===== config.mk =====
export PLATFORM = sky130hd
export DESIGN_NAME = clos_path_alloc
export DESIGN_NICKNAME = d
export VERILOG_FILES = /design/src/rtl/clos_pkg.sv /design/src/rtl/clos_link_map.sv /design/src/rtl/clos_stage_pick.sv /design/src/rtl/clos_port_table.sv /design/src/rtl/clos_path_alloc.sv
export SDC_FILE = /design/constraint.sdc
export NUM_CORES = 1
export LEC_CHECK = 0
export ABC_AREA = 1
export BUFFER_PORTS_ARGS = -buffer_cell sky130_fd_sc_hd__clkbuf_2
export CORE_MARGIN = 2
export CORE_UTILIZATION = 61
export CTS_CLUSTER_SIZE = 30
export DETAILED_ROUTE_END_ITERATION = 8
export GPL_ROUTABILITY_DRIVEN = 1
export PLACE_DENSITY = 0.79
export REMOVE_ABC_BUFFERS = 1
export SLEW_MARGIN = 20
export SYNTH_ARGS = -nofsm -noshare
export SYNTH_HDL_FRONTEND = slang
export SYNTH_SLANG_ARGS = --single-unit

===== constraint.sdc =====
create_clock -name clk -period 2.6 [get_ports clk]
set_clock_uncertainty 0.15 [all_clocks]
set_input_delay 0.26 -clock clk [delete_from_list [all_inputs] [get_ports clk]]
set_output_delay 0.26 -clock clk [all_outputs]
set_load 0.01 [all_outputs]

===== src/rtl/clos_pkg.sv =====
package clos_pkg;
  typedef enum logic [0:0] {
    OP_CONNECT = 1'b0,
    OP_RELEASE = 1'b1
  } clos_op_e;

  typedef enum logic [1:0] {
    ST_GRANT   = 2'b00,
    ST_BLOCKED = 2'b01,
    ST_ERROR   = 2'b10,
    ST_FREED   = 2'b11
  } clos_status_e;
endpackage


===== src/rtl/clos_link_map.sv =====
// Per-switch middle-stage link usage: one NUM_MID-bit vector for each switch on one side.
module clos_link_map #(
  parameter int NUM_SW    = 3,
  parameter int NUM_MID   = 3,
  parameter int MAX_LINKS = 2,
  parameter int SW_W      = 2,
  parameter int STG_W     = 2
) (
  input  logic               clk,
  input  logic               rst_n,
  input  logic [SW_W-1:0]    sel_sw,
  input  logic               set_en,
  input  logic               clr_en,
  input  logic [STG_W-1:0]   stg,
  output logic [NUM_MID-1:0] used_vec
);
  logic [NUM_MID-1:0] used_q [NUM_SW];
  logic [NUM_MID-1:0] used_d [NUM_SW];
  logic               upd_en;
  logic               sel_ok;

  assign sel_ok = (32'(sel_sw) < NUM_SW);
  assign upd_en = (set_en | clr_en) & sel_ok;

  always_comb begin
    used_vec = '0;
    if (sel_ok) used_vec = used_q[sel_sw];
  end

  always_comb begin
    for (int i = 0; i < NUM_SW; i++) used_d[i] = used_q[i];
    if (sel_ok && set_en) used_d[sel_sw][stg] = 1'b1;
    if (sel_ok && clr_en) used_d[sel_sw][stg] = 1'b0;
  end

  always_ff @(posedge clk or negedge rst_n) begin
    if (!rst_n) begin
      for (int i = 0; i < NUM_SW; i++) used_q[i] <= '0;
    end else if (upd_en) begin
      for (int i = 0; i < NUM_SW; i++) used_q[i] <= used_d[i];
    end
  end

  AST_SET_ONLY_FREE: assert property (@(posedge clk) disable iff (!rst_n)
    set_en |-> (sel_ok && !used_q[sel_sw][stg]));
  AST_CLEAR_ONLY_USED: assert property (@(posedge clk) disable iff (!rst_n)
    clr_en |-> (sel_ok && used_q[sel_sw][stg]));
  AST_SET_CLR_EXCLUSIVE: assert property (@(posedge clk) disable iff (!rst_n)
    !(set_en && clr_en));

  generate
    for (genvar g = 0; g < NUM_SW; g++) begin : g_row
      AST_ROW_LIMIT: assert property (@(posedge clk) disable iff (!rst_n)
        $countones(used_q[g]) <= MAX_LINKS);
    end
  endgenerate
endmodule


===== src/rtl/clos_stage_pick.sv =====
// Candidate stages are those free on both sides; the lowest index wins.
module clos_stage_pick #(
  parameter int NUM_MID = 3,
  parameter int STG_W   = 2
) (
  input  logic [NUM_MID-1:0] used_a,
  input  logic [NUM_MID-1:0] used_b,
  output logic               found,
  output logic [STG_W-1:0]   stage
);
  logic [NUM_MID-1:0] cand;

  assign cand = ~(used_a | used_b);

  always_comb begin
    found = 1'b0;
    stage = '0;
    for (int i = NUM_MID - 1; i >= 0; i--) begin
      if (cand[i]) begin
        found = 1'b1;
        stage = STG_W'(i);
      end
    end
  end
endmodule


===== src/rtl/clos_port_table.sv =====
// Circuit record per ingress port (busy, peer egress port, stage) and busy flag per egress port.
module clos_port_table #(
  parameter int NUM_PORTS = 6,
  parameter int PORT_W    = 3,
  parameter int STG_W     = 2
) (
  input  logic              clk,
  input  logic              rst_n,
  input  logic [PORT_W-1:0] in_idx,
  input  logic [PORT_W-1:0] out_idx,
  input  logic              conn_en,
  input  logic              rel_en,
  input  logic [STG_W-1:0]  conn_stage,
  output logic              in_busy,
  output logic              out_busy,
  output logic [PORT_W-1:0] in_peer,
  output logic [STG_W-1:0]  in_stage
);
  logic              in_busy_q  [NUM_PORTS];
  logic              out_busy_q [NUM_PORTS];
  logic [PORT_W-1:0] peer_q     [NUM_PORTS];
  logic [STG_W-1:0]  stg_q      [NUM_PORTS];
  logic              in_ok, out_ok;
  logic              busy_in_d, busy_out_d;
  logic              wr_en;

  assign in_ok  = (32'(in_idx)  < NUM_PORTS);
  assign out_ok = (32'(out_idx) < NUM_PORTS);
  assign wr_en  = (conn_en | rel_en) & in_ok & out_ok;

  always_comb begin
    in_busy  = 1'b0;
    in_peer  = '0;
    in_stage = '0;
    out_busy = 1'b0;
    if (in_ok) begin
      in_busy  = in_busy_q[in_idx];
      in_peer  = peer_q[in_idx];
      in_stage = stg_q[in_idx];
    end
    if (out_ok) out_busy = out_busy_q[out_idx];
  end

  assign busy_in_d  = conn_en;
  assign busy_out_d = conn_en;

  always_ff @(posedge clk or negedge rst_n) begin
    if (!rst_n) begin
      for (int i = 0; i < NUM_PORTS; i++) begin
        in_busy_q[i]  <= 1'b0;
        out_busy_q[i] <= 1'b0;
        peer_q[i]     <= '0;
        stg_q[i]      <= '0;
      end
    end else if (wr_en) begin
      in_busy_q[in_idx]   <= busy_in_d;
      out_busy_q[out_idx] <= busy_out_d;
      if (conn_en) begin
        peer_q[in_idx] <= out_idx;
        stg_q[in_idx]  <= conn_stage;
      end
    end
  end

  AST_CONNECT_PORTS_FREE: assert property (@(posedge clk) disable iff (!rst_n)
    conn_en |-> (in_ok && out_ok && !in_busy_q[in_idx] && !out_busy_q[out_idx]));
  AST_RELEASE_HELD_PAIR: assert property (@(posedge clk) disable iff (!rst_n)
    rel_en |-> (in_ok && out_ok && in_busy_q[in_idx] && peer_q[in_idx] == out_idx
                && out_busy_q[out_idx]));
endmodule


===== src/rtl/clos_path_alloc.sv =====
module clos_path_alloc
  import clos_pkg::*;
#(
  parameter int NUM_SW       = 3,
  parameter int PORTS_PER_SW = 2,
  parameter int NUM_MID      = 3,
  localparam int SW_W      = (NUM_SW > 1) ? $clog2(NUM_SW) : 1,
  localparam int LP_W      = (PORTS_PER_SW > 1) ? $clog2(PORTS_PER_SW) : 1,
  localparam int STG_W     = (NUM_MID > 1) ? $clog2(NUM_MID) : 1
) (
  input  logic             clk,
  input  logic             rst_n,
  input  logic             req_valid,
  output logic             req_ready,
  input  logic             req_op,
  input  logic [SW_W-1:0]  req_in_sw,
  input  logic [LP_W-1:0]  req_in_port,
  input  logic [SW_W-1:0]  req_out_sw,
  input  logic [LP_W-1:0]  req_out_port,
  output logic             rsp_valid,
  output logic [1:0]       rsp_status,
  output logic [STG_W-1:0] rsp_stage
);
  localparam int NUM_PORTS = NUM_SW * PORTS_PER_SW;
  localparam int PORT_W    = (NUM_PORTS > 1) ? $clog2(NUM_PORTS) : 1;
  localparam int MAX_LINKS = (NUM_MID < PORTS_PER_SW) ? NUM_MID : PORTS_PER_SW;

  // Reset synchronizer: asserts asynchronously, releases on the clock.
  logic rst_meta_q, rst_ni;
  always_ff @(posedge clk or negedge rst_n) begin
    if (!rst_n) begin
      rst_meta_q <= 1'b0;
      rst_ni     <= 1'b0;
    end else begin
      rst_meta_q <= 1'b1;
      rst_ni     <= rst_meta_q;
    end
  end

  logic ready_q;
  always_ff @(posedge clk or negedge rst_ni) begin
    if (!rst_ni) ready_q <= 1'b0;
    else         ready_q <= 1'b1;
  end
  assign req_ready = ready_q;

  logic               acc;
  logic               in_range, out_range;
  logic [PORT_W-1:0]  in_idx, out_idx;
  logic [NUM_MID-1:0] uil_vec, uol_vec;
  logic               cand_found;
  logic [STG_W-1:0]   cand_stage;
  logic               in_busy, out_busy;
  logic [PORT_W-1:0]  in_peer;
  logic [STG_W-1:0]   in_stage;
  logic               map_set, map_clr;
  logic [STG_W-1:0]   map_stg;
  logic               tbl_conn, tbl_rel;
  clos_status_e       status_d;
  logic [STG_W-1:0]   stage_d;
  clos_op_e           op;

  assign acc       = req_valid & ready_q;
  assign op        = clos_op_e'(req_op);
  assign in_range  = (32'(req_in_sw) < NUM_SW) && (32'(req_in_port) < PORTS_PER_SW);
  assign out_range = (32'(req_out_sw) < NUM_SW) && (32'(req_out_port) < PORTS_PER_SW);
  assign in_idx    = PORT_W'(32'(req_in_sw) * PORTS_PER_SW + 32'(req_in_port));
  assign out_idx   = PORT_W'(32'(req_out_sw) * PORTS_PER_SW + 32'(req_out_port));

  clos_link_map #(
    .NUM_SW(NUM_SW), .NUM_MID(NUM_MID), .MAX_LINKS(MAX_LINKS), .SW_W(SW_W), .STG_W(STG_W)
  ) u_ingress_map (
    .clk(clk), .rst_n(rst_ni), .sel_sw(req_in_sw), .set_en(map_set), .clr_en(map_clr),
    .stg(map_stg), .used_vec(uil_vec)
  );

  clos_link_map #(
    .NUM_SW(NUM_SW), .NUM_MID(NUM_MID), .MAX_LINKS(MAX_LINKS), .SW_W(SW_W), .STG_W(STG_W)
  ) u_egress_map (
    .clk(clk), .rst_n(rst_ni), .sel_sw(req_out_sw), .set_en(map_set), .clr_en(map_clr),
    .stg(map_stg), .used_vec(uol_vec)
  );

  clos_stage_pick #(.NUM_MID(NUM_MID), .STG_W(STG_W)) u_pick (
    .used_a(uil_vec), .used_b(uol_vec), .found(cand_found), .stage(cand_stage)
  );

  clos_port_table #(.NUM_PORTS(NUM_PORTS), .PORT_W(PORT_W), .STG_W(STG_W)) u_table (
    .clk(clk), .rst_n(rst_ni), .in_idx(in_idx), .out_idx(out_idx),
    .conn_en(tbl_conn), .rel_en(tbl_rel), .conn_stage(cand_stage),
    .in_busy(in_busy), .out_busy(out_busy), .in_peer(in_peer), .in_stage(in_stage)
  );

  // Decision for the request being accepted this cycle.
  always_comb begin
    status_d = ST_ERROR;
    stage_d  = '0;
    map_set  = 1'b0;
    map_clr  = 1'b0;
    map_stg  = cand_stage;
    tbl_conn = 1'b0;
    tbl_rel  = 1'b0;
    if (acc && in_range && out_range) begin
      if (op == OP_CONNECT) begin
        if (!in_busy && !out_busy) begin
          if (cand_found) begin
            status_d = ST_GRANT;
            stage_d  = cand_stage;
            map_set  = 1'b1;
            tbl_conn = 1'b1;
          end else begin
            status_d = ST_BLOCKED;
          end
        end
      end else begin
        if (in_busy && out_busy && in_peer == out_idx) begin
          status_d = ST_FREED;
          stage_d  = in_stage;
          map_stg  = in_stage;
          map_clr  = 1'b1;
          tbl_rel  = 1'b1;
        end
      end
    end
  end

  logic             rsp_valid_q;
  logic [1:0]       rsp_status_q;
  logic [STG_W-1:0] rsp_stage_q;

  always_ff @(posedge clk or negedge rst_ni) begin
    if (!rst_ni) rsp_valid_q <= 1'b0;
    else         rsp_valid_q <= acc;
  end

  always_ff @(posedge clk or negedge rst_ni) begin
    if (!rst_ni) begin
      rsp_status_q <= '0;
      rsp_stage_q  <= '0;
    end else if (acc) begin
      rsp_status_q <= status_d;
      rsp_stage_q  <= stage_d;
    end
  end

  assign rsp_valid  = rsp_valid_q;
  assign rsp_status = rsp_status_q;
  assign rsp_stage  = rsp_stage_q;

  AST_RSP_FOLLOWS_REQ: assert property (@(posedge clk) disable iff (!rst_ni)
    rsp_valid |-> $past(req_valid && req_ready));
  AST_GRANT_STAGE_RANGE: assert property (@(posedge clk) disable iff (!rst_ni)
    (rsp_valid && rsp_status == ST_GRANT) |-> (32'(rsp_stage) < NUM_MID));
  AST_BLOCKED_STAGE_ZERO: assert property (@(posedge clk) disable iff (!rst_ni)
    (rsp_valid && rsp_status == ST_BLOCKED) |-> (rsp_stage == '0));
  AST_RANGE_ERROR: assert property (@(posedge clk) disable iff (!rst_ni)
    (acc && !(in_range && out_range)) |=> (rsp_status == ST_ERROR));

  generate
    if (NUM_MID >= 2 * PORTS_PER_SW - 1) begin : g_nonblocking
      AST_NEVER_BLOCKED: assert property (@(posedge clk) disable iff (!rst_ni)
        rsp_valid |-> (rsp_status != ST_BLOCKED));
    end
  endgenerate
endmodule


Word level (Yosys, flattened, before mapping):

Index checks and enable logic that the tools add are counted.

* output and inout bits: 6
* bits of input ports: 10
* flip-flop bits (word level): 68

* mux-type cells: 72
* reduce and logical (&&, ||, !) cells: 17
* $lt $le $gt $ge: 14
* equal/unequal tests: 1
* bitwise logic cells: 18
* add/subtract/negate cells: 2

Operators by type and width (count)
* $mux 2: 18
* $mux 3: 12
* $mux 9: 4
* $mux 1: 21
* $and 9x9->9: 2
* $bwmux 18: 1
* $not 9->9: 2
* $or 9x9->9: 2
* $logic_and 1x1->1: 14
* $bmux 3 s2: 2
* $bwmux 12: 1
* $bwmux 6: 2
* $demux 3 s2: 2
* $bmux 3 s3: 1
* $demux 3 s3: 1
* $ge 4x4->1 const B: 2
* $lt 4x1->1 const B: 2
* $not 3->4: 2
* $add 3x1->3: 2
* $bmux 1 s3: 2
* $bmux 2 s3: 1
* $demux 1 s3: 2
* $demux 2 s3: 1
* $ge 3x3->1 const B: 2
* other kinds (14): 23

Depth between registers and ports, before layout:

Gate-level depths: netlist of run 1.

* depth after elaboration: 23
* mapped depth: 18
* gate-level depth less buffers: 16

Hierarchy:

Synthesis of run 1 repeated with hierarchy kept, for this count alone.

* cell total of the unflattened synthesis: 571
* area total of the unflattened synthesis: 4107.7 um2

Modules (own cells, without submodules)
* clos_port_table: cells each 324, times used 1, seq. area each 1051.0 um2, area an instance 2451.1 um2
* clos_link_map (u_ingress_map): cells each 80, times used 1, seq. area each 225.2 um2, area an instance 551.8 um2
* clos_link_map (u_egress_map): cells each 80, times used 1, seq. area each 225.2 um2, area an instance 549.3 um2
* clos_path_alloc: cells each 72, times used 1, seq. area each 200.2 um2, area an instance 490.5 um2
* clos_stage_pick: cells each 15, times used 1, seq. area each 0.0 um2, area an instance 65.1 um2

Worst setup path after synthesis of run 1:

Ideal clock, no wire load.

* kind: input port to flip-flop
* from: input req_in_port
* to: register u_ingress_map.used_q[4] (netlist name)
* cell stages on the path: 17
* arrival time: 1.840 ns
* path slack: 0.489 ns
* data required time: 2.329 ns
* cells stage by stage: buf_4 inv_2 buf_4 nand2_1 nand3_1 nand2_1 o21ai_1 nand3_1 inv_1 nand3_1 nand2_1 nand2_2 inv_2 buf_6 nand3_1 nor2_1 a21oi_1

* longest elaborated chain between the ends: 21

Ends and longest elaborated chain
* from (decl): line clos_path_alloc.sv:17 `input logic [LP_W-1:0] req_in_port,`
* $add 3x1->3 (*): line clos_path_alloc.sv:67 `assign in_idx = PORT_W'(32'(req_in_sw) * PORTS_PER_SW + 32'(req_in_port));`
* $not 3->4 (not written as such): line clos_port_table.sv:37, clos_port_table.sv:38, clos_port_table.sv:39
* $bmux 3 s3 / $bmux 1 s3 (equally long branches): line clos_port_table.sv:38, clos_port_table.sv:37
* $mux 3 (not written as such) / $mux 1 (equally long branches) (2 in a row): line clos_port_table.sv:38, clos_port_table.sv:37
* $mux 3 / $mux 1 (equally long branches): line clos_port_table.sv:36 `if (in_ok) begin`
* $eq 3x3->1 / $logic_and 1x1->1 (equally long branches): line clos_path_alloc.sv:116 `if (in_busy && out_busy && in_peer == out_idx) begin`
* $logic_and 1x1->1: line clos_path_alloc.sv:116
* $mux 2: line clos_path_alloc.sv:116
* [4 not listed]
* $mux 1 (not written as such): line clos_link_map.sv:32, clos_link_map.sv:33
* $demux 1 s2
* $mux 3 (not written as such): line clos_link_map.sv:32, clos_link_map.sv:33
* $demux 3 s2: line clos_link_map.sv:32, clos_link_map.sv:33
* $or 9x9->9 (no line)
* $mux 9: line clos_link_map.sv:32 `if (sel_ok && set_en) used_d[sel_sw][stg] = 1'b1;`
* $and 9x9->9 (no line)
* $mux 9: line clos_link_map.sv:33 `if (sel_ok && clr_en) used_d[sel_sw][stg] = 1'b0;`
* to (decl): line clos_link_map.sv:17 `logic [NUM_MID-1:0] used_q [NUM_SW];`

Every way passes the cells marked *; elsewhere a longest branch is shown, timed or not. The select of a mux whose other input is x is not followed.
A chain may end at the register's enable or synchronous reset.

Worst setup path after layout of run 1:

* from: register u_table.out_busy_q[0] (netlist name)
* to: register u_table.stg_q[0] (netlist name)

* longest elaborated chain between the ends: 13

Ends and longest elaborated chain
* from (decl): line clos_port_table.sv:20 `logic out_busy_q [NUM_PORTS];`
* from (signal, indexed assignment): line clos_port_table.sv:57 `out_busy_q[out_idx] <= busy_out_d;`
* $bmux 1 s3 (*): line clos_port_table.sv:41 `if (out_ok) out_busy = out_busy_q[out_idx];`
* $mux 1 (not written as such) (*) (2 in a row): line clos_port_table.sv:41
* $mux 1 (*): line clos_port_table.sv:41
* $logic_not 1->1 / $logic_and 1x1->1 (equally long branches): line clos_path_alloc.sv:105, clos_path_alloc.sv:116
* $logic_and 1x1->1, on equally long branches: line clos_path_alloc.sv:105, clos_path_alloc.sv:116
* $mux 1, on equally long branches: line clos_path_alloc.sv:105, clos_path_alloc.sv:116
* $mux 1: line clos_path_alloc.sv:104 `if (op == OP_CONNECT) begin`
* $mux 1: line clos_path_alloc.sv:103 `if (acc && in_range && out_range) begin`
* $or 1x1->1: line clos_port_table.sv:29 `assign wr_en = (conn_en | rel_en) & in_ok & out_ok;`
* $and 1x1->1 (2 in a row): line clos_port_table.sv:29
* $reduce_and 2->1 (no line) (*)
* to (signal, indexed assignment): line clos_port_table.sv:60 `stg_q[in_idx] <= conn_stage;`
* to (decl): line clos_port_table.sv:22 `logic [STG_W-1:0] stg_q [NUM_PORTS];`

Marked as above.

==> results of run 1 <==
## layer usage
layer / up-vias / global-route usage, %
met4: 0 / 11.7
met2: 133 / 45.0
met5: - / 0
met3: 20 / 5.51
li1: 1588 / -
met1: 1538 / 41.3
## flip-flops by register name, summed over array words and instances, names as in the netlist, 2 cells and up
register	count
u_table.peer_q	18
rsp_status	2
rsp_stage	2
u_ingress_map.used_q	9
u_table.out_busy_q	6
u_egress_map.used_q	9
u_table.in_busy_q	6
u_table.stg_q	12
## cells by family after synthesis
kind of cell,after synthesis,share of synthesized area (%)
other,1,0.105
AOI/OAI and AO/OA,82,12.7
buffers and inverters,82,9.97
and+or+nand+nor,244,29.7
DFF,68,47.6
## timing repair
action / 4_1_cts / 5_1_grt
setup endpoints to repair: 0 / 13
endpoints found under the hold margin: 2 / 0
resized for setup: 0 / 4
hold buffers: 1 / 0
## report_power, final
part / switching (mW) / internal [mW] / leakage (nW)
Combinational: 0.204 / 0.105 / 1.09
Sequential: 0.0472 / 1.13 / 0.828
Clock: 0.407 / 0.443 / 0.0962
Total: 0.658 / 1.68 / 2.02
## critical path, cell delays in order, from the launching register on
cell and delay [ns]:
dfrtp_1 0.39, inv_1 0.05, nand2_1 0.04, nand3_1 0.09, nand2_1 0.05, nor2_1 0.14
inv_1 0.07, nor2_1 0.09, nand3_1 0.17, nor2_4 0.40, nand3_1 0.37, nand2_1 0.15
o21ai_0 0.09
## path summary, 6_finish.rpt
path,start,to,slack [ns],cells past startpoint
setup reg to reg,u_table.out_busy_q[0],u_table.stg_q[0],0.23,12
max in group asynchronous,rst_ni,u_ingress_map.used_q[8],1.46,1
setup / recovery,u_table.out_busy_q[0],u_table.stg_q[0],0.23,12
hold / removal,rst_n,rst_meta_q,0.08,2
min in group clk,req_valid,rsp_valid,0.15,3
hold reg to reg,rst_ni,u_table.stg_q[8],0.20,0
## cell usage after synthesis
cell type  count  area share [%]
nor4_1         1            0.18
inv_1         52             5.5
o22ai_1        3            0.52
buf_2         15             2.1
nand2_1      130              14
a21boi_1       6             1.3
nor2_2         4            0.70
o211ai_1       2            0.42
nand3_1       41             5.7
nor2_4         2            0.63
nand3b_1       1            0.21
buf_6          1            0.31
o21ai_0       49             6.9
inv_2          5            0.52
clkbuf_1       3            0.31
conb_1         1            0.10
o2bb2ai_1      1            0.24
or2_2          1            0.18
dfrtp_1       68              48
a22oi_1        3            0.63
nor2_1        40             4.2
nand4_1       22             3.8
o31ai_1        2            0.42
a21boi_0       1            0.21
nand2_2        2            0.35
a21oi_1       13             1.8
o21ai_1        2            0.28
buf_4          6             1.3
## stage by stage
stage                     util, %  instances
final                        71.6        578
after floorplan                 -        453
after CTS                    71.3        578
after global placement       67.7        561
after detailed placement     67.7        561
after global routing         71.6        578
## cell type report
cell class	instances	share of cell area [%]
sequential	68	42.7
multi-input combinational	328	38.4
timing repair buffer	37	6.40
inverter	57	5.43
clock buffer	10	3.20
tap	72	2.26
clock inverter	6	1.63
==> results.cfg, run 1 <==
[outcome]
status = finished, final reports clean

[die]
die-area_um2 = 6490
rows = 27
initial_core_util_pct = 64.2
ios = 16
die_w_um = 80.6
core_area_um2 = 5570
die_h_um = 80.6

[finish]
seqCellArea_um2 = 1700
design_area_um2 = 3990
layout_commonest_cell = nand2_1
final_layout_size_suffix_gt1_share_pct = 13.0
num_antenna_cells = 0
final_cell_mix = nand2_1, dfrtp_1, inv_1, o21ai_0, nand3_1
area_delta_synth_final_pct = 11.5
nFillCells = 447
multi_input_area_um2 = 1530
fin_nets = 511

[route]
drt_iter0_markers = 314
vias = 3279
wl_met1_mm = 3.79
postRouteAntennaNets = 0
drc_errors = 0
avgRoutedWirePerCell_um = 14.7
routed_wl_mm = 8.49
dr.pass1.iters = 5
viasPerCell = 5.67
wl_met3_um = 563
top_layer_used = met4
wl_met2_mm = 3.92

[placement]
globalplace.congestion = 1.01
post-place-ws_ns = 0.0467
dpl_cell_area_um2 = 3770
place_hpwl_mm = 6.10
io_buffer_count = 15

[timing]
tns_ns = 0
finalSetupViolations = 0
rsz0062_at_grt = true
report.final.slew_viol_count = 0
fin_crit_sh_pct = 91.3
hold_viol_final = 0
slew_headroom_pct = 49.0
fin_crit_ns = 2.37
tightest_slew_ns = 0.765
max_freq_mhz = 421
worst_slack_ns = 0.227
holdWs_ns = 0.0754

[yosys]
synth_cell_types = 28
synth_area_um2 = 3580
syn_inst = 477
avgSynthCellArea_um2 = 7.50
ys_seq_elements = 68
seq_area_frac_synth_pct = 47.6
yosys_warnings = 0

[clock_network]
cts_setup_buffers = 0
htreeDepth = 3
clockBufferDepth = 2
clock_latency_ns = 0.35
cts_buffers = 9
cts.sinks = 68
path_clk_slew_ns = 0.07
root_buffer = clkbuf_8
tritoncts = built

[global_route]
grt_pass1_vias = 3050
overflow = 0
grt_max_degree = 35
grt_pass1_wl_mm = 14.3
grt_use_total_pct = 29.3
antenna_found_initial = 0

[power_and_ir_drop]
p_leak_nw = 2.02
powerDensity_nw_per_um2 = 585
total_power_mw = 2.34
ir_worst_vdd_mv = 0.501

[setup_path]
startpoint_type = register
critical_path_arrival_ns = 2.44
critPathRequiredTime_ns = 2.67
worst-setup-path-type = register to register
worstSetupEndpointType = register
cp_max_fo = 16

[run]
maxCapViolations = 0

[worst_hold_path]
min_path_type = input port to async pin
Power figures use the tool's default switching activity.
==> run 2, diff against run 1 <==
--- a/config.mk
+++ b/config.mk
@@ -5,13 +5,13 @@
 export SDC_FILE = /design/constraint.sdc
 export NUM_CORES = 1
 export LEC_CHECK = 0
-export ABC_AREA = 1
+export ABC_AREA = 0
 export BUFFER_PORTS_ARGS = -buffer_cell sky130_fd_sc_hd__clkbuf_2
 export CORE_MARGIN = 2
 export CORE_UTILIZATION = 61
-export CTS_CLUSTER_SIZE = 30
+export CTS_CLUSTER_SIZE = 8
 export DETAILED_ROUTE_END_ITERATION = 8
-export GPL_ROUTABILITY_DRIVEN = 1
+export GPL_ROUTABILITY_DRIVEN = 0
 export PLACE_DENSITY = 0.79
 export REMOVE_ABC_BUFFERS = 1
 export SLEW_MARGIN = 20
==> run 2 against run 1 <==
Against the previous run:
- non-clock buffer count up 26
- die area down 1.3%
- power up 16%
- critical endpoint is now u_table.stg_q[10]
- highest routed layer unchanged
- flip-flop and latch count unchanged
- global-route usage up 0.59 points
==> results.cfg, run 2 <==
[yosys]
synth_area_um2 = 3530
yosys_warnings = 0
synthMostInstantiatedCell = dfrtp_1
synth_area_leaders = dfrtp_1, mux2i_1, mux2_1, mux2_4, a21oi_1
synth_top_area_share_pct = 48.3
ys_seq_elements = 68
synthFlopType = dfrtp_1
avgSynthCellArea_um2 = 10.8
syn_inst = 326
seq_area_frac_synth_pct = 48.3
synth_edf_count = 0
synthArstFlopShare_pct = 100
synth_top_cell_by_area = dfrtp_1
synth_cell_types = 45
synth_common_cells = dfrtp_1, a21oi_1, mux2i_1

[finish]
area_delta_synth_final_pct = 18.3
fin_nets = 385
final_cell_mix = dfrtp_1, buf_4, a21oi_1, mux2i_1
largest_reg_flops = 18
final_layout_size_suffix_gt1_share_pct = 29.8
design_area_um2 = 4170
top_register = u_table.peer_q
num_antenna_cells = 0
post-route-util_pct = 75.3
reg_top3 = u_table.peer_q: 18 flops, u_table.stg_q: 12 flops
layout_commonest_cell = dfrtp_1

[global_route]
grt_pass1_wl_mm = 14.2
grt_pass1_vias = 2820
overflow = 0
grt_use_total_pct = 29.9
antenna_found_initial = 0
grt_max_degree = 43

[timing]
hold_viol_final = 0
report.final.slew_viol_count = 0
finalSetupViolations = 0
rsz0062_at_grt = true
tightest_slew_ns = 0.779
max_freq_mhz = 389
holdWs_ns = 0.0797
tns_ns = 0
fin_crit_ns = 2.57
worst_slack_ns = 0.0279
slew_headroom_pct = 47.7
fin_crit_sh_pct = 98.9

[route]
drc_errors = 0
postRouteAntennaNets = 0
routed_wl_mm = 8.80
drt_iter0_markers = 209
avgRoutedWirePerCell_um = 19.5
vias = 2794
viasPerCell = 6.20
dr.pass1.iters = 4

[die]
core_area_um2 = 5540
rows = 27
ios = 16
die_w_um = 80.0
die-area_um2 = 6400
initial_core_util_pct = 63.6
die_h_um = 80.0

[setup_path]
path_cells = mux2_2 > a222oi_1 > and2_1 > nor3_2 > or4_4 > buf_6 > mux2_4
cp_max_fo = 5
critPathSlowestCell = or4_4
cp_slowest_stage_delay_ns = 0.54
worstSetupEndpointType = register
critical_path_arrival_ns = 2.65
critPathRequiredTime_ns = 2.68
startpoint = u_egress_map.used_q[7]
startpoint_type = register
rr_worst_depth = 7
worst-setup-path-type = register to register
r2r_slack_ns = 0.03
endpoint = u_table.stg_q[10]
r2r-end = u_table.stg_q[10]
r2r_start = u_egress_map.used_q[7]

[power_and_ir_drop]
p_leak_nw = 2.08
powerDensity_nw_per_um2 = 650
ir_worst_vdd_mv = 0.473

[worst_hold_path]
min_path_type = input port to async pin

[placement]
place_hpwl_mm = 6.22
post-place-ws_ns = -0.231
io_buffer_count = 15
dpl_cell_area_um2 = 3870

[clock_network]
htreeDepth = 3
tritoncts = built
cts_buffers = 9
root_buffer = clkbuf_8
clock_latency_ns = 0.35
clockBufferDepth = 2
path_clk_slew_ns = 0.07
cts.sinks = 68

[outcome]
status = finished, final reports clean

[run]
maxCapViolations = 0
-- run 2: cell count changes in the layout (fill, tap and decap cells not counted), sizes merged, moves of 7 or more --
cell,change
a21boi,-7
buf,+26
mux2i,+25
nor3,+8
a21oi,+17
or3,+8
inv,-43
mux2,+36
o21ai,-32
nand2,-119
nand3,-40
nand4,-22
nor2,-27
-- run 2: power by group --
group / leakage, nW / internal (mW) / switching (mW)
Clock: 0.0935 / 0.464 / 0.380
Sequential: 0.858 / 1.20 / 0.0965
Combinational: 1.12 / 0.289 / 0.286
-- run 2: cell type report --
| cell class | instances | area [µm²] |
|---|---|---|
| inverter | 14 | 52.6 |
| clock inverter | 2 | 35.0 |
| timing repair buffer | 63 | 458 |
| clock buffer | 13 | 149 |
| fill | 377 | 1370 |
| multi-input combinational | 219 | 1680 |
| sequential | 68 | 1700 |
| tap | 72 | 90.1 |
-- run 2: repair_timing --
item                       in CTS  in global routing
setup buffers                   1                  5
gates resized for setup         0                 14
gates cloned                    0                  0
pin swaps                       1                  7
setup endpoints to repair      25                 29
hold buffers                    1                  0
hold endpoints to repair        2                  0
-- run 2: through the flow --
stage                     instances  total power, mW
after floorplan                 301             1.60
after global placement          429             1.80
after detailed placement        429             1.83
after CTS                       446             2.68
after global routing            451             2.83
final                           451             2.71
-- run 2: routing by layer --
layer / track usage (%) / routed length [µm] / up-vias
met3: 7.24 / 493 / 24
met2: 49.6 / 4330 / 92
li1: - / - / 1278
met1: 37.9 / 3720 / 1400
met5: 0 / 0 / -
met4: 11.5 / 261 / 0
-- run 2: worst min-delay path by stage --
| stage | cells after the start | to | from | slack, ns |
|---|---|---|---|---|
| finish | 2 | rst_ni | rst_n | 0.08 |
| global route | 2 | rst_meta_q | rst_n | 0.09 |
| CTS | 2 | rst_meta_q | rst_n | 0.07 |
| detailed placement | 1 | rst_meta_q | rst_n | -0.10 |
| global placement | 1 | rst_meta_q | rst_n | -0.10 |
| floorplan | 0 | rst_meta_q | rst_n | -0.19 |
-- run 2: logic make-up (layout without fill, tap and decap cells) --
kind of cell,count (synthesis),in the layout,synth area share (%)
AO/OA/AOI/OAI,82,82,15.2
AND/OR/NAND/NOR,74,74,11.1
flip-flops,68,68,48.3
multiplexers,61,61,19.8
buffers and inverters,40,92,5.50
other,1,2,0.106
-- run 2: critical path, delay by kind of cell (launching register included) --
family	cells	cell delay [ns]
and+or+nand+nor	3	0.85
muxes	2	0.57
DFF	1	0.38
AOI/OAI and AO/OA	1	0.35
buffers and inverters	1	0.16
==> run 3, diff against run 2 <==
--- a/config.mk
+++ b/config.mk
@@ -6,11 +6,11 @@
 export NUM_CORES = 1
 export LEC_CHECK = 0
 export ABC_AREA = 0
-export BUFFER_PORTS_ARGS = -buffer_cell sky130_fd_sc_hd__clkbuf_2
 export CORE_MARGIN = 2
-export CORE_UTILIZATION = 61
+export CORE_UTILIZATION = 63
 export CTS_CLUSTER_SIZE = 8
 export DETAILED_ROUTE_END_ITERATION = 8
+export DONT_BUFFER_PORTS = 1
 export GPL_ROUTABILITY_DRIVEN = 0
 export PLACE_DENSITY = 0.79
 export REMOVE_ABC_BUFFERS = 1
==> run 3 against run 2 <==
Against the previous run:
- the flow now finishes with violations (negative setup slack)
- fmax fell by 1.8%
- register-to-register slack worse by 0.05 ns
- power up 4.5%
- first-iteration DRC count is 13% higher
- non-clock buffer count shrank 32
- via count down 2.3%
- cell area shrank 3.4%
- critical endpoint is now u_table.peer_q[8]
- largest power group unchanged
==> results.cfg, run 3 (synthesis results as in run 2) <==
[outcome]
status = complete, but fails checks
violations = negative setup slack

[timing]
tightest_slew_ns = 0.693
worst_slack_ns = -0.0206
holdWs_ns = 0.0145
fin_crit_ns = 2.62
hold_viol_final = 0
report.final.slew_viol_count = 0
max_freq_mhz = 382
finalSetupViolations = 4
rsz0062_at_grt = true
fin_crit_sh_pct = 101
slew_headroom_pct = 53.8

[worst_hold_path]
min_path_type = input port to register

[route]
dr.pass1.iters = 5
drc_errors = 0
drt_iter0_markers = 236
routed_wl_mm = 8.73
vias = 2730
viasPerCell = 6.50
avgRoutedWirePerCell_um = 20.8
postRouteAntennaNets = 0

[clock_network]
tritoncts = built
cts.sinks = 68
clockBufferDepth = 2
root_buffer = clkbuf_8
htreeDepth = 3
clock_latency_ns = 0.36
cts_buffers = 9
path_clk_slew_ns = 0.08

[finish]
instances_no_fill = 420
num_antenna_cells = 0
nFillCells = 376
layout_commonest_cell = dfrtp_1
reg_top3 = u_table.peer_q: 18 flops, u_table.stg_q: 12 flops
multi_input_area_um2 = 1680
seqCellArea_um2 = 1700
fin_nets = 353
largest_reg_flops = 18
final_cell_mix = dfrtp_1, a21oi_1, mux2i_1, buf_4
area_delta_synth_final_pct = 14.3
final_layout_size_suffix_gt1_share_pct = 21.8
top_register = u_table.peer_q

[placement]
dp.cells = 390
io_buffer_count = 0
place_hpwl_mm = 5.37

[global_route]
gr-usage-met2_pct = 45.4
grt_pass1_vias = 2663
grtUsageMet1_pct = 38.4
grt_max_degree = 38
antenna_found_initial = 0
use_met3_pct = 9.77
grt_use_total_pct = 29.6
overflow = 0
grt_pass1_wl_mm = 13.8
grt.busiest_layer = met2

[run]
maxCapViolations = 0

[power_and_ir_drop]
p_leak_nw = 1.95
ir_worst_vdd_mv = 0.509
clock_power_share_pct = 36.2
total_power_mw = 2.83
switching_share_pct = 27.0
combPwrFrac_pct = 18.1
p_seq_share_pct = 45.7
netSwitchingPower_uw = 765
internal_power_mw = 2.07
powerDensity_nw_per_um2 = 703

[die]
die_w_um = 78.8
ios = 16
die-area_um2 = 6210
rows = 27
core_area_um2 = 5440
die_h_um = 78.8
initial_core_util_pct = 64.8

[setup_path]
worst-setup-path-type = register to register
path_cells = mux2_4 > a222oi_1 > and3_4 > nand2_4 > buf_6 > or3_4 > mux2_1
critical_path_arrival_ns = 2.71
crit_buf_inv = 1
cp_max_fo = 5
critPathSlowestCell = or3_4
r2r_slack_ns = -0.02
cp_slowest_stage_delay_ns = 0.42
startpoint_type = register
cp_top_family = simple AND/OR/NAND/NOR gates
critPathRequiredTime_ns = 2.69
worstSetupEndpointType = register
run 3: what timing repair did:
item | in CTS | in global routing
gates cloned | 0 | 0
pin swaps | 0 | 6
setup buffers | 0 | 6
setup endpoints to repair | 15 | 45
endpoints found under the hold margin | 34 | 0
hold buffers | 8 | 0
gates resized for setup | 0 | 12
run 3: power by group through the flow:
stage | clock network, mW | logic (mW) | registers [mW]
after floorplan | 0 | 0.314 | 1.29
after global placement | 0 | 0.415 | 1.30
after detailed placement | 0 | 0.433 | 1.31
after CTS | 1.04 | 0.454 | 1.29
after global routing | 1.08 | 0.556 | 1.31
final | 1.03 | 0.512 | 1.29
run 3: final timing paths:
path	startpoint	to	depth (start not counted)
setup / recovery	u_table.in_busy_q[5]	u_table.peer_q[8]	7
hold / removal	req_out_sw[0]	u_egress_map.used_q[1]	2
setup reg to reg	u_table.in_busy_q[5]	u_table.peer_q[8]	7
hold reg to reg	rst_ni	u_table.peer_q[2]	0
max in group asynchronous	rst_ni	u_egress_map.used_q[5]	1
min in group asynchronous	rst_ni	u_table.peer_q[2]	0
run 3: layout make-up:
| class | instances | area share, % |
|---|---|---|
| Tap cell | 72 | 2.24 |
| Clock buffer | 12 | 4.10 |
| Clock inverter | 4 | 1.74 |
| Timing Repair Buffer | 31 | 6.68 |
| Sequential cell | 68 | 42.3 |
| Inverter | 14 | 1.30 |
| Multi-Input combinational cell | 219 | 41.7 |
run 3: through the flow:
step	utilization, %	worst slack [ns]	setup TNS, ns	instance area (µm²)
2_1_floorplan	-	0.0691	0	3390
3_3_place_gp	66.6	0.0475	0	3620
3_5_place_dp	66.6	-0.0399	-0.261	3620
4_1_cts	72.3	-0.0429	-0.479	3940
5_1_grt	74.1	-0.0955	-0.779	4030
6_report	74.1	-0.0206	-0.0340	4030
run 3: metal layers:
metal	vias to the layer above	share of wire, %	wire, µm
li1	1221	-	-
met2	130	48	4180
met3	38	6.4	557
met5	-	0	0
met4	0	3.5	304
met1	1341	42	3690
